File: src/rtl/evagg_pkg.sv
package evagg_pkg;
  // offsets of the top-stage registers above the top base address
  typedef enum logic [2:0] {
    TOP_ENA_SET  = 3'd0,
    TOP_ENA_CLR  = 3'd1,
    TOP_PEND_SET = 3'd2,
    TOP_PEND_CLR = 3'd3,
    TOP_ACTIVE   = 3'd4,
    TOP_MISS     = 3'd5
  } top_reg_e;
endpackage

File: src/rtl/evagg_bank.sv
module evagg_bank #(
  parameter int unsigned DW = 8
) (
  input  logic          clk,
  input  logic          rst_n,
  input  logic [DW-1:0] evt_i,
  input  logic [DW-1:0] clr_i,
  input  logic          cfg_we,
  input  logic [DW-1:0] wdata,
  output logic [DW-1:0] flag_q,
  output logic [DW-1:0] cfg_q,
  output logic          level_o,
  output logic          miss_o
);
  logic [DW-1:0] flag_d;
  logic [DW-1:0] cfg_d;

  always_comb begin
    flag_d  = (flag_q & ~clr_i) | evt_i;
    cfg_d   = cfg_we ? wdata : cfg_q;
    level_o = |(flag_q & cfg_q);
    miss_o  = |(evt_i & cfg_q & flag_q & ~clr_i);
  end

  always_ff @(posedge clk or negedge rst_n) begin
    if (!rst_n) begin
      flag_q <= '0;
      cfg_q  <= '0;
    end else begin
      flag_q <= flag_d;
      if (cfg_we) cfg_q <= cfg_d;
    end
  end
endmodule

File: src/rtl/evagg_top_stage.sv
module evagg_top_stage #(
  parameter int unsigned NP = 4
) (
  input  logic          clk,
  input  logic          rst_n,
  input  logic [NP-1:0] level_i,
  input  logic [NP-1:0] miss_i,
  input  logic [NP-1:0] en_set,
  input  logic [NP-1:0] en_clr,
  input  logic [NP-1:0] pd_set,
  input  logic [NP-1:0] pd_clr,
  input  logic [NP-1:0] ms_clr,
  output logic [NP-1:0] en_q,
  output logic [NP-1:0] pend_q,
  output logic [NP-1:0] miss_q,
  output logic [NP-1:0] req_o
);
  logic [NP-1:0] en_d, pend_d, miss_d;

  always_comb begin
    en_d   = (en_q | en_set) & ~en_clr;
    pend_d = (pend_q & ~pd_clr) | pd_set | level_i;
    miss_d = (miss_q & ~ms_clr) | miss_i;
    req_o  = pend_q & en_q;
  end

  always_ff @(posedge clk or negedge rst_n) begin
    if (!rst_n) begin
      en_q   <= '0;
      pend_q <= '0;
      miss_q <= '0;
    end else begin
      en_q   <= en_d;
      pend_q <= pend_d;
      miss_q <= miss_d;
    end
  end
endmodule

File: src/rtl/evagg_pick.sv
module evagg_pick #(
  parameter int unsigned NP    = 4,
  parameter int unsigned SEL_W = 2
) (
  input  logic [NP-1:0]    req_i,
  output logic             valid_o,
  output logic [SEL_W-1:0] sel_o
);
  always_comb begin
    valid_o = |req_i;
    sel_o   = '0;
    for (int i = NP - 1; i >= 0; i--) begin
      if (req_i[i]) sel_o = SEL_W'(i);
    end
  end
endmodule

File: src/rtl/irq_event_aggregator.sv
module irq_event_aggregator #(
  parameter int unsigned NUM_PERIPH = 4,
  parameter int unsigned EVT_W      = 8,
  parameter int unsigned ADDR_W     = 5,
  localparam int unsigned SEL_W     = (NUM_PERIPH > 1) ? $clog2(NUM_PERIPH) : 1
) (
  input  logic                        clk,
  input  logic                        rst_n,
  input  logic                        wr_en,
  input  logic [ADDR_W-1:0]           wr_addr,
  input  logic [EVT_W-1:0]            wr_data,
  input  logic [ADDR_W-1:0]           rd_addr,
  output logic [EVT_W-1:0]            rd_data,
  input  logic [NUM_PERIPH*EVT_W-1:0] evt_i,
  output logic [NUM_PERIPH-1:0]       irq_o,
  output logic                        irq_valid_o,
  output logic [SEL_W-1:0]            irq_sel_o
);
  import evagg_pkg::*;

  localparam int unsigned NP = NUM_PERIPH;
  localparam logic [ADDR_W-1:0] TOP_BASE = ADDR_W'(1) << (ADDR_W - 1);

  // reset: asynchronous assertion, synchronous release
  logic rst_meta, rst_sync;
  always_ff @(posedge clk or negedge rst_n) begin
    if (!rst_n) begin
      rst_meta <= 1'b0;
      rst_sync <= 1'b0;
    end else begin
      rst_meta <= 1'b1;
      rst_sync <= rst_meta;
    end
  end

  function automatic logic [ADDR_W-1:0] top_addr(input top_reg_e r);
    return TOP_BASE + ADDR_W'(r);
  endfunction

  logic [NP*EVT_W-1:0] flag_all, cfg_all, clr_all;
  logic [NP-1:0]       level, miss_evt, cfg_we;
  logic [NP-1:0]       en_set, en_clr, pd_set, pd_clr, ms_clr;
  logic [NP-1:0]       en_q, pend_q, miss_q, req;

  genvar gp;
  generate
    for (gp = 0; gp < NP; gp++) begin : g_bank
      assign clr_all[gp*EVT_W +: EVT_W] =
        (wr_en && wr_addr == ADDR_W'(2*gp)) ? wr_data : '0;
      assign cfg_we[gp] = wr_en && wr_addr == ADDR_W'(2*gp+1);

      evagg_bank #(.DW(EVT_W)) u_bank (
        .clk     (clk),
        .rst_n   (rst_sync),
        .evt_i   (evt_i[gp*EVT_W +: EVT_W]),
        .clr_i   (clr_all[gp*EVT_W +: EVT_W]),
        .cfg_we  (cfg_we[gp]),
        .wdata   (wr_data),
        .flag_q  (flag_all[gp*EVT_W +: EVT_W]),
        .cfg_q   (cfg_all[gp*EVT_W +: EVT_W]),
        .level_o (level[gp]),
        .miss_o  (miss_evt[gp])
      );
    end
  endgenerate

  always_comb begin
    en_set = (wr_en && wr_addr == top_addr(TOP_ENA_SET))  ? wr_data[NP-1:0] : '0;
    en_clr = (wr_en && wr_addr == top_addr(TOP_ENA_CLR))  ? wr_data[NP-1:0] : '0;
    pd_set = (wr_en && wr_addr == top_addr(TOP_PEND_SET)) ? wr_data[NP-1:0] : '0;
    pd_clr = (wr_en && wr_addr == top_addr(TOP_PEND_CLR)) ? wr_data[NP-1:0] : '0;
    ms_clr = (wr_en && wr_addr == top_addr(TOP_MISS))     ? wr_data[NP-1:0] : '0;
  end

  evagg_top_stage #(.NP(NP)) u_top (
    .clk     (clk),
    .rst_n   (rst_sync),
    .level_i (level),
    .miss_i  (miss_evt),
    .en_set  (en_set),
    .en_clr  (en_clr),
    .pd_set  (pd_set),
    .pd_clr  (pd_clr),
    .ms_clr  (ms_clr),
    .en_q    (en_q),
    .pend_q  (pend_q),
    .miss_q  (miss_q),
    .req_o   (req)
  );

  evagg_pick #(.NP(NP), .SEL_W(SEL_W)) u_pick (
    .req_i   (req),
    .valid_o (irq_valid_o),
    .sel_o   (irq_sel_o)
  );

  assign irq_o = req;

  always_comb begin
    rd_data = '0;
    for (int p = 0; p < NP; p++) begin
      if (rd_addr == ADDR_W'(2*p))   rd_data = flag_all[p*EVT_W +: EVT_W];
      if (rd_addr == ADDR_W'(2*p+1)) rd_data = cfg_all[p*EVT_W +: EVT_W];
    end
    if (rd_addr == top_addr(TOP_ENA_SET) || rd_addr == top_addr(TOP_ENA_CLR))
      rd_data = EVT_W'(en_q);
    if (rd_addr == top_addr(TOP_PEND_SET) || rd_addr == top_addr(TOP_PEND_CLR))
      rd_data = EVT_W'(pend_q);
    if (rd_addr == top_addr(TOP_ACTIVE)) rd_data = EVT_W'(req);
    if (rd_addr == top_addr(TOP_MISS))   rd_data = EVT_W'(miss_q);
  end
endmodule

File: config.mk
export PLATFORM = sky130hd
export DESIGN_NAME = irq_event_aggregator
export DESIGN_NICKNAME = d
export VERILOG_FILES = /design/src/rtl/evagg_pkg.sv /design/src/rtl/evagg_bank.sv /design/src/rtl/evagg_top_stage.sv /design/src/rtl/evagg_pick.sv /design/src/rtl/irq_event_aggregator.sv
export SDC_FILE = /design/constraint.sdc
export NUM_CORES = 1
export LEC_CHECK = 0
export BUFFER_PORTS_ARGS = -buffer_cell sky130_fd_sc_hd__buf_4
export CAP_MARGIN = 5
export CORE_MARGIN = 1.5
export CORE_UTILIZATION = 50
export CTS_CLUSTER_DIAMETER = 50
export DETAILED_ROUTE_END_ITERATION = 16
export PLACE_DENSITY = 0.71
export SYNTH_ARGS = -nofsm -noshare
export SYNTH_HDL_FRONTEND = slang
export SYNTH_SLANG_ARGS = --single-unit
File: constraint.sdc
create_clock -name clk -period 2.8 [get_ports clk]
set_clock_uncertainty 0.05 [all_clocks]
set_input_delay 0.7 -clock clk [delete_from_list [all_inputs] [get_ports clk]]
set_output_delay 0.7 -clock clk [all_outputs]
set_load 0.03 [all_outputs]
==> results, run 1 <==
- The flow ran to the end, and the final reports show no timing, DRC or antenna violations.
- STA classifies the critical path startpoint as an input pin.
- The floorplan step set the die height to 99.3 um.
- Dividing the synthesized area by the synthesized cell count gives 9.66 um^2.
- The final setup violation count is 0.
- The TritonCTS buffer count is 9.
- The remaining antenna violation count is 0.
- After synthesis the netlist holds a flip-flop and latch count of 78.
- Summed over all cells, the static leakage comes to 2.34 nW.
- The tool flagged a number of max-cap violations equal to 0.
- The XOR/XNOR share of the synthesized area is 0%.
- The core region is 0.00885 mm^2.
- The share of power burned in registers is 47.3%.
- The share of flip-flops with an asynchronous set or reset after synthesis is 100%.
- The number of levels in the clock H-tree is 3.
- The most critical setup path has its startpoint at rd_addr[4].
- The die covers 0.00986 mm^2.
- The initial core utilization is 52.4%.
- Data on the critical path arrives at its endpoint at 2.01 ns.
- Synthesis produced 480 cells.
- The critical path capture point is rd_data[1].
- Setup repair after global routing left no endpoint under its margin.
- The relative area change from synthesis to final layout is 20.3%.
- After synthesis, the share of cell area in mux cells is 12.1%.
- The fraction of layout cells with a size suffix above 1 is 29.4%.
- At the end of the flow, the number of nets in the layout was 610.
- The initial antenna violation count came to 0.
- The synthesized-area fraction occupied by ao, oa, aoi and oai cells is 22.3%.
- The count of buffers inserted at the top-level ports is 67.
- The end of the worst register-to-register path is u_top.miss_q[1].
- The residual DRC count is 0.
- TritonCTS built the clock tree.
- The final clock period utilization by the worst path is 98.5%.
- In this run the register-to-register setup slack is 1.08 ns.
- The power share of the combinational group is 23.5%.
- The worst-case IR drop observed on VDD is 0.298 mV.
- The final-report max-slew violation count came to 0.
- The combined global-route utilization of all metal layers is 30.3%.
- The maximum buffer depth of the clock tree is 2.
- Along the worst path, the maximum fanout reaches 9.
- The number of synthesis warnings is 0.
- Clock latency on the worst-skew pair, taken at its later pin, is 0.35 ns.
- At the pin with the least slew margin, the transition time is 0.996 ns.
- The number of synthesized flops with an enable pin is 0.
- Of the total power, the clock network draws 29.1%.
- In the final routed layout, each cell accounts on average for 21.5 um.
- Clock-pin slew was measured on the worst setup and hold paths at 0.07 ns.
- The weighted congestion at the end of routability-driven global placement is 1.04.
- The min-delay analysis places its worst path in the category in2async.
- The startpoint-to-endpoint class of the critical path is in2out.
- The number of distinct library cells after synthesis is 65.
- By area, the combinational part of the netlist is dominated by compound AO/OA/AOI/OAI gates.
- The cell count of the worst reg-to-reg path is 4.
- The first TritonRoute pass finished after 5 iterations.
- In this run the cell area measured after placement is 0.00534 mm^2.
- The adder-cell area share of the yosys netlist is 0%.
- The worst setup path is captured at an output pin.
- After detailed routing, the wire length on met1 is 6.32 mm.
- In this run the critical register-to-register path is launched from g_bank[1].u_bank.cfg_q[4].
- The net switching fraction of the power is 31.7%.
- The switching power is 0.928 mW.
- The number of ports placed on the die boundary is 68.
- After floorplanning, the core was divided into 34 placement rows.
- The simple-gate share of the synthesized area is 19.1%.
- The highest layer used for signal routing is met4.
- After detailed routing, the total wire length is 14.4 mm.
- The routed design uses 6.63 mm of met2 wire.
- The post-route minimum period is 2.76 ns.
- The antenna diode count is 0.
- The number of global-route vias before repair is 4171.
- The HPWL after detailed placement is 10.7 mm.
- The worst slack on hold paths is 0.0720 ns.
- The most used flip-flop cell after synthesis is sky130_fd_sc_hd__dfrtp_1.
- The number of hold buffers added after cts is 0.
- The die extent in x is 99.3 um.
- The proportion of synthesized chip area in sequential cells is 42.1%.
- At the worst endpoint, the required time is 2.05 ns.
- The CTS root buffer is sky130_fd_sc_hd__clkbuf_8.
- Based on the critical path, the design can be clocked at up to 362 MHz.
- Clock tree synthesis found a total of 78 sinks.
- Entering global routing, the biggest net connects 77 pins.
- The final design instance area without fill is 0.00558 mm^2.
- Dividing the detail-routed via count by the number of cells gives 6.44.
- For this block, the initial DRC count from the detailed router was 309.
- The first-pass GRT wire length is 22.7 mm.
- The routed design uses 1.18 mm of met3 wire.
- The count of final hold-check violations came to 0.
- The worst slew margin relative to its limit is 33.6%.
- The number of nets handed over by synthesis was 533.
- The power density of the placed cells is 525 mW/mm^2.
- Summing every instance area after synthesis gives 0.00464 mm^2.
- The detailed router placed 4309 vias in this run.
- The internal portion of the total power is 2.00 mW.
- The overall overflow remaining after global route is 0.
## state kept, by name, summed over array words and instances, names as in the netlist
name	cells
rst_sync	1
g_bank.u_bank.flag_q	32
rst_meta	1
u_top.en_q	4
u_top.miss_q	4
u_top.pend_q	4
g_bank.u_bank.cfg_q	32
## cells in the mapped netlist, drive strengths merged (3+ instances only)
master    n  area (um^2)
a22o      6         52.6
o311ai    3         26.3
clkbuf   14         52.6
mux2     31          379
mux4      4         90.1
nand2    62          233
o22ai     9         56.3
mux2i     9         90.1
inv      16         60.1
nand4     7         43.8
a211oi    4         30.0
a22oi     9         67.6
dfrtp    78         1950
nor2b     5         46.3
o2111ai   4         35.0
buf      15         91.3
o221ai    5         43.8
a31o      3         26.3
nor2     25          120
a221oi    5         43.8
nor3      8         56.3
a21o     32          240
a221o     3         30.0
o2bb2ai   5         43.8
nand2b    9         63.8
a21oi    22          114
o22a      4         35.0
and2      3         18.8
o21ai    15         75.1
nand3    37          185
## worst max-delay path, cell delays in order
cell                       delay (ns)
sky130_fd_sc_hd__buf_4           0.15
sky130_fd_sc_hd__and2b_1         0.24
sky130_fd_sc_hd__nand3_1         0.17
sky130_fd_sc_hd__o21a_1          0.23
sky130_fd_sc_hd__o221ai_2        0.18
sky130_fd_sc_hd__o221ai_2        0.14
sky130_fd_sc_hd__buf_4           0.19
## worst min-delay path by stage
stage	start	end	slack, ns
after floorplan	rst_meta	rst_sync	0.28
after global placement	rst_meta	rst_sync	0.29
after detailed placement	rst_meta	rst_sync	0.30
after CTS	rst_n	rst_sync	0.06
after global routing	rst_n	rst_sync	0.06
final	rst_n	rst_sync	0.07
## stage by stage
step                util (%)  setup TNS [ns]  cells  worst slack, ns  power [mW]
floorplan                  -               0    480           0.0259        1.80
detailed placement      60.4          -0.132    653          -0.0688        2.08
finish                  63.0               0    669           0.0412        2.93
CTS                     62.5               0    668          0.00677        2.92
global route            63.0               0    669          0.00934        3.06
global placement        60.4         -0.0758    653          -0.0507        2.06
## layout by cell type (no fill, tap or decap), drive strengths merged, types with 4 or more instances in the layout
cell type	n
a211oi	4
a21o	32
a21oi	22
a221oi	5
a22o	6
a22oi	9
buf	95
clkbuf	11
dfrtp	78
inv	16
mux2	31
mux2i	9
mux4	4
nand2	62
nand2b	9
nand3	37
nand4	7
nor2	25
nor2b	5
nor3	8
o2111ai	4
o21ai	15
o221ai	5
o22a	4
o22ai	9
o2bb2ai	5
## power groups by stage
stage          Sequential (mW)  Clock, mW  Combinational (mW)
2_1_floorplan             1.35          0               0.459
3_3_place_gp              1.40          0               0.658
3_5_place_dp              1.40          0               0.675
4_1_cts                   1.38      0.862               0.677
5_1_grt                   1.41      0.909               0.744
6_report                  1.39      0.853               0.689
## cells by family (layout without fill, tap and decap cells)
group | after synthesis | in the layout
simple gates | 170 | 170
buf+inv | 45 | 126
compound gates | 142 | 142
other cells | 1 | 1
mux | 44 | 44
flops | 78 | 78
## routing by layer
| layer | vias to the layer above | GRT usage, % |
|---|---|---|
| li1 | 1935 | - |
| met1 | 2130 | 42.5 |
| met2 | 221 | 47.8 |
| met3 | 23 | 6.47 |
| met4 | 0 | 8.34 |
| met5 | - | 0 |
## what timing repair did
item                                    in CTS  in global routing
buffers inserted                             0                  1
pin swaps                                    0                  4
endpoints found under the setup margin       2                  8
gates resized for setup                      2                  9
## layout make-up
type                            count  area [um^2]
Sequential cell                    78         1960
Timing Repair Buffer               95          721
Tap cell                          108          135
Clock inverter                      4         47.5
Clock buffer                       11          141
Inverter                           16         60.1
Multi-Input combinational cell    357         2520
Fill cell                         770         3270
Power figures use the tool's default switching activity.
==> inputs of run 2 (changes only) <==
--- a/config.mk
+++ b/config.mk
@@ -7,11 +7,13 @@
 export LEC_CHECK = 0
 export BUFFER_PORTS_ARGS = -buffer_cell sky130_fd_sc_hd__buf_4
 export CAP_MARGIN = 5
-export CORE_MARGIN = 1.5
+export CORE_MARGIN = 2
 export CORE_UTILIZATION = 50
 export CTS_CLUSTER_DIAMETER = 50
 export DETAILED_ROUTE_END_ITERATION = 16
 export PLACE_DENSITY = 0.71
+export SKIP_CTS_REPAIR_TIMING = 1
+export SKIP_LAST_GASP = 1
 export SYNTH_ARGS = -nofsm -noshare
 export SYNTH_HDL_FRONTEND = slang
 export SYNTH_SLANG_ARGS = --single-unit
==> results, run 2 (same netlist as run 1, synthesis figures left out) <==
- The run finished with clean final reports.
- The placement-stage cell area is 0.00539 mm^2 (+0.87%).
- The maximum buffer depth of the clock tree is 2 (unchanged).
- The number of max-cap violations is 0 (unchanged).
- The clock slew seen by the registers of the worst setup and hold paths is 0.09 ns (+0.02 ns).
- The row count is 35 (+2.9%).
- The first-pass GRT wire length is 23.0 mm (+1.5%).
- The area of the multi-input gates is 0.00253 mm^2 (+0.75%).
- The transition at the pin with the smallest max-transition slack came to 0.985 ns (-0.0111 ns).
- Setup repair after global routing could not meet its margin everywhere.
- The post-route minimum period came to 2.77 ns (+0.00617 ns).
- The number of global-route vias before repair is 4221 (+1.2%).
- The setup total negative slack is 0 ns (unchanged).
- The path class of the tightest hold or removal check is in2async.
- The overall overflow remaining after global route is 0 (unchanged).
- The most common cell after layout, fill and taps aside is sky130_fd_sc_hd__buf_4.
- The number of filler instances in the final layout is 807 (+4.8%).
- The average wire per standard cell was 21.3 um (-1.2%).
- The maximum fanout along the worst path was 10 (+1).
- The die footprint was 0.0101 mm^2 (+2.0%).
- The CTS root buffer is sky130_fd_sc_hd__clkbuf_8.
- The worst slew margin relative to its limit is 34.3% (+0.74 points).
- The final-report max-slew violation count was 0 (unchanged).
- The overall routed net length came to 14.4 mm (unchanged).
- The area growth from synthesis to layout is 22.4%.
- TritonCTS built the clock tree.
- The residual DRC count is 0 (unchanged).
- The largest net degree at the start of global routing was 77 (unchanged).
- The TritonCTS buffer count is 9 (unchanged).
- The setup path with the least slack is of type in2out.
- STA classifies the critical path endpoint as an output pin.
- The final design instance area without fill is 0.00568 mm^2 (+1.8%).
- The total number of nets in the final design is 614 (+0.66%).
- The initial core utilization is 50.9% (-1.5 points).
- The total power of the final layout came to 3.01 mW (+2.9%).
- The largest vdd supply drop was 0.277 mV (-6.9%).
- In the layout the commonest cells are 94 x sky130_fd_sc_hd__buf_4, 77 x sky130_fd_sc_hd__dfrtp_1, 60 x sky130_fd_sc_hd__nand2_1.
- The area of the placeable core was 0.00911 mm^2 (+2.9%).
- The number of levels in the clock H-tree came to 3 (unchanged).
- The largest registers in the layout are g_bank.u_bank.cfg_q (32), g_bank.u_bank.flag_q (32).
- The final setup violation count is 0 (unchanged).
- The leakage power total came to 2.38 nW (+1.8%).
- The die boundary height came to 100 um (+1.0%).
- The power density of the placed cells is 531 mW/mm^2 (+1.1%).
- The HPWL after detailed placement is 10.7 mm (+0.33%).
- The initial antenna violation count came to 0 (unchanged).
- The sequential standard cell area is 0.00196 mm^2 (unchanged).
- The weighted congestion at the end of routability-driven global placement is 0.970 (-6.7%).
- The per-cell via count in the routed design was 6.28 (-2.5%).
- The antenna diode count is 0 (unchanged).
- The data arrival time of the critical path is 2.02 ns (about the same).
- The first-pass detailed-route iteration total came to 5 (unchanged).
- The clock insertion delay at the later pin of the skew report is 0.36 ns (about the same).
- The count of buffers inserted at the top-level ports was 67 (unchanged).
- The die extent in x came to 100 um (+1.0%).
- The worst slack on hold paths is 0.0481 ns (-0.0239 ns).
- The DRC marker count from the first detailed-route iteration is 398 (+29%).
- The number of clock sinks is 78 (unchanged).
- The fraction of layout cells with a size suffix above 1 is 31.1% (+1.7 points).
- The total via count in the routed design is 4252 (-1.3%).
- The final clock period utilization by the worst path is 98.8% (+0.22 points).
- The highest achievable clock rate came to 362 MHz (-0.22%).
- The required arrival time at the worst endpoint was 2.05 ns (about the same).
- The combined global-route utilization of all metal layers was 30.0% (-0.28 points).
- The remaining antenna violation count is 0 (unchanged).
- The slack of the worst reg-to-reg path is 1.08 ns (about the same).
- The count of final hold-check violations is 0 (unchanged).
- STA classifies the critical path startpoint as an input pin.
- The number of ports placed on the die boundary is 68 (unchanged).
-- run 2: changes by cell type in the layout (fill, tap and decap cells not counted), moves of 2 or more --
cell,delta
sky130_fd_sc_hd__a211oi_2,+2
sky130_fd_sc_hd__clkinv_2,-2
sky130_fd_sc_hd__inv_6,+4
sky130_fd_sc_hd__o311ai_0,+2
sky130_fd_sc_hd__o311ai_1,-2
sky130_fd_sc_hd__a211oi_1,-2
sky130_fd_sc_hd__inv_8,+2
-- run 2: area by class of cell --
| class | instances | area share [%] |
|---|---|---|
| Multi-Input combinational cell | 357 | 44.7 |
| Sequential cell | 78 | 34.5 |
| Timing Repair Buffer | 99 | 13.6 |
| Tap cell | 111 | 2.45 |
| Clock buffer | 9 | 2.18 |
| Clock inverter | 7 | 1.54 |
| Inverter | 16 | 1.06 |
-- run 2: path summary, 6_finish.rpt --
path / startpoint / endpoint / cells after the start
setup / recovery: rd_addr[0] / rd_data[6] / 6
hold / removal: rst_n / rst_sync / 1
setup reg to reg: g_bank[1].u_bank.cfg_q[1] / u_top.miss_q[1] / 4
hold reg to reg: rst_meta / rst_sync / 0
max in group asynchronous: rst_sync / u_top.pend_q[0] / 0
min in group clk: rst_meta / rst_sync / 0
-- run 2: routing by layer --
layer / routed length [um] / up-vias / track usage (%)
li1: - / 1946 / -
met2: 6530 / 175 / 45.8
met5: 0 / - / 0
met1: 6540 / 2117 / 44.7
met3: 1150 / 14 / 6.48
met4: 183 / 0 / 5.16
-- run 2: per-stage QoR --
stage / instances / utilization [%] / worst slack [ns]
finish: 677 / 62.3 / 0.0350
global route: 677 / 62.3 / -0.0359
CTS: 676 / 61.5 / -0.0710
detailed placement: 660 / 59.2 / -0.0632
global placement: 660 / 59.2 / -0.0722
floorplan: 480 / - / 0.0259
-- run 2: power by group --
| group | leakage, nW | switching, mW | internal (mW) |
|---|---|---|---|
| Clock | 0.109 | 0.489 | 0.438 |
| Combinational | 1.45 | 0.356 | 0.346 |
| Sequential | 0.823 | 0.152 | 1.23 |
-- run 2: critical path, stage by stage --
cell and delay, ns:
sky130_fd_sc_hd__buf_6 0.14, sky130_fd_sc_hd__mux4_2 0.50, sky130_fd_sc_hd__nand2_1 0.13, sky130_fd_sc_hd__a21oi_1 0.10
sky130_fd_sc_hd__a221o_1 0.28, sky130_fd_sc_hd__buf_4 0.17
